===== config.mk =====
export PLATFORM = sky130hd
export DESIGN_NAME = cmdq_top
export DESIGN_NICKNAME = d
export VERILOG_FILES = /design/src/rtl/cmdq_pkg.sv /design/src/rtl/cmdq_pusher.sv /design/src/rtl/cmdq_inject.sv /design/src/rtl/cmdq_fifo.sv /design/src/rtl/cmdq_puller.sv /design/src/rtl/cmdq_top.sv
export SDC_FILE = /design/constraint.sdc
export NUM_CORES = 2
export LEC_CHECK = 0
export CAP_MARGIN = 10
export CELL_PAD_IN_SITES_DETAIL_PLACEMENT = 0
export CELL_PAD_IN_SITES_GLOBAL_PLACEMENT = 2
export CORE_MARGIN = 3
export CORE_UTILIZATION = 50
export DETAILED_ROUTE_END_ITERATION = 10
export PLACE_DENSITY_LB_ADDON = 0.3
export SETUP_SLACK_MARGIN = 0.3
export SYNTH_ARGS = -nofsm -noshare
export SYNTH_HDL_FRONTEND = slang
export SYNTH_SLANG_ARGS = --single-unit

===== constraint.sdc =====
create_clock -name clk -period 4.25 [get_ports clk]
set_input_delay 0.6375 -clock clk [delete_from_list [all_inputs] [get_ports clk]]
set_output_delay 0.6375 -clock clk [all_outputs]
set_load 0.02 [all_outputs]

===== src/rtl/cmdq_pkg.sv =====
package cmdq_pkg;
  localparam int ADDR_W = 19;
  localparam int DATA_W = 32;
  localparam int CHAN_W = 3;
  localparam int SUB_W  = 3;
  localparam int MTH_W  = 13;

  typedef struct packed {
    logic              ok;
    logic [CHAN_W-1:0] chan;
    logic [SUB_W-1:0]  subch;
    logic [MTH_W-1:0]  mth;
    logic [DATA_W-1:0] data;
  } cmd_t;

  function automatic logic word_aligned(input logic [ADDR_W-1:0] a);
    return a[1:0] == 2'b00;
  endfunction

  function automatic cmd_t cmd_decode(input logic [ADDR_W-1:0] a,
                                      input logic [DATA_W-1:0] d,
                                      input logic [CHAN_W-1:0] active);
    cmd_t c;
    c.chan  = a[MTH_W+SUB_W+CHAN_W-1:MTH_W+SUB_W];
    c.subch = a[MTH_W+SUB_W-1:MTH_W];
    c.mth   = a[MTH_W-1:0];
    c.data  = d;
    c.ok    = (c.chan == active) && word_aligned(a);
    return c;
  endfunction
endpackage


===== src/rtl/cmdq_pusher.sv =====
module cmdq_pusher
  import cmdq_pkg::*;
(
  input  logic              bus_valid,
  input  logic [ADDR_W-1:0] bus_addr,
  input  logic [DATA_W-1:0] bus_data,
  output logic              bus_ready,
  input  logic [CHAN_W-1:0] active_chan,
  input  logic              hold,
  input  logic              fifo_full,
  output logic              push,
  output cmd_t              push_entry
);
  always_comb begin
    bus_ready  = !fifo_full && !hold;
    push       = bus_valid && bus_ready;
    push_entry = cmd_decode(bus_addr, bus_data, active_chan);
  end
endmodule


===== src/rtl/cmdq_inject.sv =====
module cmdq_inject
  import cmdq_pkg::*;
(
  input  logic              clk,
  input  logic              rst_n,
  input  logic              in_valid,
  input  logic [ADDR_W-1:0] in_addr,
  input  logic [DATA_W-1:0] in_data,
  output logic              in_ready,
  input  logic [CHAN_W-1:0] active_chan,
  input  logic              hold,
  input  logic              pop,
  output logic              full,
  output cmd_t              entry
);
  logic take;
  assign in_ready = !full && !hold;
  assign take     = in_valid && in_ready;

  always_ff @(posedge clk) begin
    if (!rst_n) begin
      full  <= 1'b0;
      entry <= '0;
    end else if (take) begin
      full  <= 1'b1;
      entry <= cmd_decode(in_addr, in_data, active_chan);
    end else if (pop) begin
      full  <= 1'b0;
    end
  end

  a_r6_pop_only_full: assert property (@(posedge clk) disable iff (!rst_n)
    pop |-> full);
  a_r6_single_slot: assert property (@(posedge clk) disable iff (!rst_n)
    full && !pop |=> full && $stable(entry));
endmodule


===== src/rtl/cmdq_fifo.sv =====
module cmdq_fifo
  import cmdq_pkg::*;
#(
  parameter int DEPTH = 32
) (
  input  logic clk,
  input  logic rst_n,
  input  logic push,
  input  cmd_t push_entry,
  input  logic pop,
  output cmd_t head,
  output logic empty,
  output logic full
);
  localparam int PTR_W = (DEPTH > 1) ? $clog2(DEPTH) : 1;
  localparam int CNT_W = $clog2(DEPTH + 1);

  function automatic logic [PTR_W-1:0] ptr_next(input logic [PTR_W-1:0] p);
    return (p == PTR_W'(DEPTH - 1)) ? '0 : p + 1'b1;
  endfunction

  cmd_t             mem [DEPTH];
  logic [PTR_W-1:0] wr_ptr, rd_ptr;
  logic [CNT_W-1:0] count;

  assign empty = (count == '0);
  assign full  = (count == CNT_W'(DEPTH));
  assign head  = mem[rd_ptr];

  always_ff @(posedge clk) begin
    if (push) mem[wr_ptr] <= push_entry;
  end

  always_ff @(posedge clk) begin
    if (!rst_n) begin
      wr_ptr <= '0;
      rd_ptr <= '0;
      count  <= '0;
    end else begin
      if (push) wr_ptr <= ptr_next(wr_ptr);
      if (pop)  rd_ptr <= ptr_next(rd_ptr);
      case ({push, pop})
        2'b10:   count <= count + 1'b1;
        2'b01:   count <= count - 1'b1;
        default: count <= count;
      endcase
    end
  end

  a_r8_no_push_full: assert property (@(posedge clk) disable iff (!rst_n)
    push |-> !full);
  a_r3_no_pop_empty: assert property (@(posedge clk) disable iff (!rst_n)
    pop |-> !empty);
  a_r3_count_idle: assert property (@(posedge clk) disable iff (!rst_n)
    !push && !pop |=> $stable(count));
endmodule


===== src/rtl/cmdq_puller.sv =====
module cmdq_puller
  import cmdq_pkg::*;
(
  input  logic              clk,
  input  logic              rst_n,
  input  logic              inj_full,
  input  cmd_t              inj_entry,
  input  logic              fifo_empty,
  input  cmd_t              fifo_head,
  output logic              inj_pop,
  output logic              fifo_pop,
  output logic [CHAN_W-1:0] out_chan,
  output logic [SUB_W-1:0]  out_subch,
  output logic [MTH_W-1:0]  out_method,
  output logic [DATA_W-1:0] out_data,
  output logic              proc_valid,
  input  logic              proc_ready,
  output logic              ro_valid,
  input  logic              ro_ready
);
  cmd_t sel;
  logic any, take;

  always_comb begin
    sel        = inj_full ? inj_entry : fifo_head;
    any        = inj_full || !fifo_empty;
    proc_valid = any && sel.ok;
    ro_valid   = any && !sel.ok;
    take       = (proc_valid && proc_ready) || (ro_valid && ro_ready);
    inj_pop    = take && inj_full;
    fifo_pop   = take && !inj_full;
    out_chan   = sel.chan;
    out_subch  = sel.subch;
    out_method = sel.mth;
    out_data   = sel.data;
  end

  a_r7_inject_first: assert property (@(posedge clk) disable iff (!rst_n)
    inj_full |-> !fifo_pop);
  a_r11_one_port: assert property (@(posedge clk) disable iff (!rst_n)
    !(proc_valid && ro_valid));
  a_r11_inj_hold: assert property (@(posedge clk) disable iff (!rst_n)
    inj_full && !inj_pop |=> inj_full && $stable(out_data) && $stable(out_method));
  a_r10_own_ready: assert property (@(posedge clk) disable iff (!rst_n)
    (inj_pop || fifo_pop) |-> ((proc_valid && proc_ready) || (ro_valid && ro_ready)));
endmodule


===== src/rtl/cmdq_top.sv =====
module cmdq_top
  import cmdq_pkg::*;
#(
  parameter int FIFO_DEPTH = 32
) (
  input  logic              clk,
  input  logic              rst_n,
  input  logic              bus_valid,
  input  logic [ADDR_W-1:0] bus_addr,
  input  logic [DATA_W-1:0] bus_data,
  output logic              bus_ready,
  input  logic              inj_valid,
  input  logic [ADDR_W-1:0] inj_addr,
  input  logic [DATA_W-1:0] inj_data,
  output logic              inj_ready,
  input  logic              ctx_req,
  input  logic [CHAN_W-1:0] ctx_chan,
  output logic [CHAN_W-1:0] active_chan,
  output logic              ctx_busy,
  output logic [CHAN_W-1:0] out_chan,
  output logic [SUB_W-1:0]  out_subch,
  output logic [MTH_W-1:0]  out_method,
  output logic [DATA_W-1:0] out_data,
  output logic              proc_valid,
  input  logic              proc_ready,
  output logic              ro_valid,
  input  logic              ro_ready
);
  logic              fifo_push, fifo_pop, fifo_empty, fifo_full;
  cmd_t              fifo_in, fifo_head;
  logic              inj_full, inj_pop;
  cmd_t              inj_entry;
  logic              drained;
  logic [CHAN_W-1:0] ctx_target;

  assign drained = fifo_empty && !inj_full;

  always_ff @(posedge clk) begin
    if (!rst_n) begin
      active_chan <= '0;
      ctx_busy    <= 1'b0;
      ctx_target  <= '0;
    end else if (ctx_busy) begin
      if (drained) begin
        active_chan <= ctx_target;
        ctx_busy    <= 1'b0;
      end
    end else if (ctx_req) begin
      ctx_busy   <= 1'b1;
      ctx_target <= ctx_chan;
    end
  end

  cmdq_pusher u_push (
    .bus_valid  (bus_valid),
    .bus_addr   (bus_addr),
    .bus_data   (bus_data),
    .bus_ready  (bus_ready),
    .active_chan(active_chan),
    .hold       (ctx_busy),
    .fifo_full  (fifo_full),
    .push       (fifo_push),
    .push_entry (fifo_in)
  );

  cmdq_inject u_inj (
    .clk        (clk),
    .rst_n      (rst_n),
    .in_valid   (inj_valid),
    .in_addr    (inj_addr),
    .in_data    (inj_data),
    .in_ready   (inj_ready),
    .active_chan(active_chan),
    .hold       (ctx_busy),
    .pop        (inj_pop),
    .full       (inj_full),
    .entry      (inj_entry)
  );

  cmdq_fifo #(.DEPTH(FIFO_DEPTH)) u_fifo (
    .clk       (clk),
    .rst_n     (rst_n),
    .push      (fifo_push),
    .push_entry(fifo_in),
    .pop       (fifo_pop),
    .head      (fifo_head),
    .empty     (fifo_empty),
    .full      (fifo_full)
  );

  cmdq_puller u_pull (
    .clk       (clk),
    .rst_n     (rst_n),
    .inj_full  (inj_full),
    .inj_entry (inj_entry),
    .fifo_empty(fifo_empty),
    .fifo_head (fifo_head),
    .inj_pop   (inj_pop),
    .fifo_pop  (fifo_pop),
    .out_chan  (out_chan),
    .out_subch (out_subch),
    .out_method(out_method),
    .out_data  (out_data),
    .proc_valid(proc_valid),
    .proc_ready(proc_ready),
    .ro_valid  (ro_valid),
    .ro_ready  (ro_ready)
  );

  a_r9_switch_drained: assert property (@(posedge clk) disable iff (!rst_n)
    !$stable(active_chan) |-> $past(drained));
  a_r9_hold_inputs: assert property (@(posedge clk) disable iff (!rst_n)
    ctx_busy |-> !bus_ready && !inj_ready);
  a_r9_busy_until_switch: assert property (@(posedge clk) disable iff (!rst_n)
    ctx_busy && !drained |=> ctx_busy && $stable(active_chan));
endmodule


==> impl_results.md <==
* Arr. time, crit path at 3.39 ns
* RSZ-0062 raised after global routing: true
* Final ANT Viol Nets at 0
* Setup TNS at 0 ns
* Reg2Reg Depth at 18
* Worst Hold Class: in -> reg
* Placed inst area at 0.0719 mm²
* Syn Nets at 3,075
* #FFs+latches synth at 1,745
* CTS Buf Count at 174
* Setup CP Type: reg -> out
* CTS tree: built
* Slew @ Worst Pin at 1.12 ns
* Clock skew at between 0.02 and 0.03 ns
* Mapped Cells at 2,953
* FF-to-FF setup slack at approximately 0.29 ns
* Crit start category: register
* Initial core utilization at 0.507
* Crit path required time at 3.61 ns
* GR Overflow Total at 0
* Peak Freq at roughly 0.25 GHz
* Yosys top cell by area: edfxtp_1
* Die ar. at 0.139 mm²
* Core area at around 0.13 mm²
* Buffers & Inverters on Critical Path at 6
* Asr flop ratio synth at 0
* PwrDens at approximately 520 mW/mm²
* Total GRT Usage at 0.253
* Area Overhead vs Synth at 19.4%
* WHS Endpoint: u_inj.entry[14]$_SDFFE_PN0P_
* First-pass DRT Iterations at 5
* M1 GR Usage at 0.355
* Crit-path max FO at 6
* Total number of vias at about 33,000
* Placer congestion estimate at 0.758
* Endpoint class of the critical path: primary output
* DRC Markers at 0
* Area of the multi-input gates at 0.0153 mm²
* Most common cell after layout, fill and taps aside: edfxtp_1
* I/O Pins at between 150 and 200
* Final Max Tran Viols at 0
* # rows at 133
* Top delay family on crit path: multiplexers
* Initial antenna violation count at 14
* Worst-path cell chain: buf_8 -> buf_12 -> buf_6 -> buf_12 -> buf_16 -> mux4_2 -> mux4_2 -> mux2i_4 -> o21ai_1 -> buf_4
* VDD IR max at approximately 0.36 mV
* Avg WL per Cell at between 30 and 40 µm
* Relative slew slack at 0.250
* Sequential fraction of the synthesis area at 0.769
* Crit-path slowest cell: mux4_2
* Max-cap violation count at 0
* FF+latch area at 0.0516 mm²
* DR vias/cell at 6.24
* IO Port Bufs at 170
* Leading post-synthesis cells by cell area: edfxtp_1 75%, mux4_2 17%, dfxtp_1 2.4%
* Design area at 0.0801 mm²
* Fin nets at approximately 3,500
* Pin count of the biggest net entering global routing at 65
* Clock Path Buffers at 3
* Synth top area share at 0.745
* Final wirelength at 174 mm
* Unique cell type count in the Yosys netlist at 52
* First-pass GRT wire length at 244 mm
* Cell depth of the worst hold path at 3
* Tmin final at 4.03 ns
* Final HPWL DP at approximately 86 mm
* CTS clk-pin slew, worst paths at ~0.060 ns
* Count of flip-flops with a built-in enable after synthesis at 1,664
* Clk sinks at 1,745
* Final core utilization at 0.605
* Mapped Area at 0.0671 mm²
* CTS H-tree lvls at 4
* Root buffer selected by CTS: clkbuf_16
* Share of layout cells above drive strength 1 at 0.326
* Fillers at between 9,000 and 10,000
* Synth Flop Type: edfxtp_1
* Met3 usage at 0.0713
* Hold Crit Start: inj_data[14]
* Vias in the first global route at 33,332
* Syn avg cell area at 22.7 µm²
* Most frequent cells in the layout: 1,664 x edfxtp_1, 510 x mux4_2, 193 x clkbuf_16
* Chip width at 372 µm
* Leak at around 25 nW
* Status: finished clean
* Warnings from Yosys at 0
* Setup Viol. Count Final at 0
* Die height at 372 µm
* Gr busiest metal: met2
* Final Hold Fails at 0
* Latest clock arrival within the worst-skew pair at approximately 0.8 ns
* CP peak stage delay at 0.52 ns
* Total Power at 41.6 mW
* Worst R2R End: u_fifo.count[5]$_SDFFE_PN0P_
* Count of hold buffers inserted by post-cts repair at 0
* Fin crit share at 0.949
* Met2 track demand over resource at 0.394
* Initial DRC Count at 4,275
state kept, by name, indices dropped and copies added (netlist names), named ones only:
register,cells
u_fifo.mem,1664
u_inj.entry,52
u_fifo.count,6
u_fifo.rd_ptr,5
u_fifo.wr_ptr,5
active_chan,3
ctx_target,3
ctx_busy,1
u_inj.full,1
cell families after synthesis:
kind of cell	share of synthesized area
AND/OR/NAND/NOR	0.0186
multiplexers	0.183
buffers and inverters	0.0115
AO/OA/AOI/OAI	0.0139
adder cells (fa/ha/maj)	0.00187
XOR/XNOR	0.00170
flip-flops	0.769
cells in the mapped netlist, drive strengths merged, types with 2 or more instances:
| cell type | number |
|---|---|
| a21boi | 58 |
| a21oi | 8 |
| a22oi | 2 |
| a311oi | 2 |
| a31oi | 4 |
| and2 | 5 |
| and3 | 4 |
| buf | 91 |
| clkbuf | 73 |
| dfxtp | 81 |
| edfxtp | 1664 |
| ha | 10 |
| inv | 5 |
| mux2i | 78 |
| mux4 | 510 |
| nand2 | 184 |
| nand2b | 2 |
| nand3 | 6 |
| nand3b | 6 |
| nand4 | 2 |
| nor2 | 44 |
| nor2b | 13 |
| nor3 | 4 |
| nor3b | 2 |
| nor4b | 2 |
| o21ai | 58 |
| o22ai | 2 |
| or3 | 3 |
| or3b | 3 |
| xnor2 | 6 |
| xor2 | 7 |
power by group:
part	switching (mW)	internal, mW
Sequential	0.155	19.1
Combinational	3.39	3.77
Clock	6.33	8.87
Total	9.87	31.8
routing by layer:
layer  routed length (µm)  up-vias
met4                 3740        4
met5                   24        -
met3                16600      254
met2                83700     1727
met1                69500    17576
li1                     -    13287
cell type report:
class	instances	share of cell area
clock inverter	98	0.0128
timing repair buffer	399	0.0654
multi-input combinational	1039	0.191
tap	1755	0.0274
clock buffer	219	0.0581
antenna	8	0.000250
inverter	5	0.000234
sequential	1745	0.645
repair_timing:
action                     CTS  global route
pin swaps                    1            12
setup endpoints to repair   53            53
resized for setup          259           133
cloned                      24            18
setup buffers               43            29
worst max path at each step:
| stage | start | to | depth (start not counted) |
|---|---|---|---|
| 4_1_cts | register | out_chan[0] | 9 |
| 6_report | register | out_data[7] | 10 |
| 2_1_floorplan | u_fifo.count[1]$_SDFFE_PN0P_ | u_fifo.mem[30][0]$_DFFE_PP_ | 7 |
| 3_5_place_dp | register | out_data[18] | 7 |
| 5_1_grt | register | out_data[15] | 10 |
| 3_3_place_gp | register | out_data[18] | 7 |
worst min-delay path: cells and delay by family:
| kind | cells | cell delay (ns) |
|---|---|---|
| and+or+nand+nor | 1 | 0.05 |
| AOI/OAI and AO/OA | 1 | 0.06 |
| buffers and inverters | 1 | 0.39 |
stage by stage:
step | instances | hold slack (ns) | setup slack (ns)
floorplan | 2953 | 0.444 | 0.0289
global placement | 4829 | 0.452 | 0.233
detailed placement | 4829 | 0.458 | 0.219
CTS | 5213 | 0.373 | 0.102
global route | 5264 | 0.406 | 0.131
finish | 5268 | 0.427 | 0.218
Power figures use the tool's default switching activity.
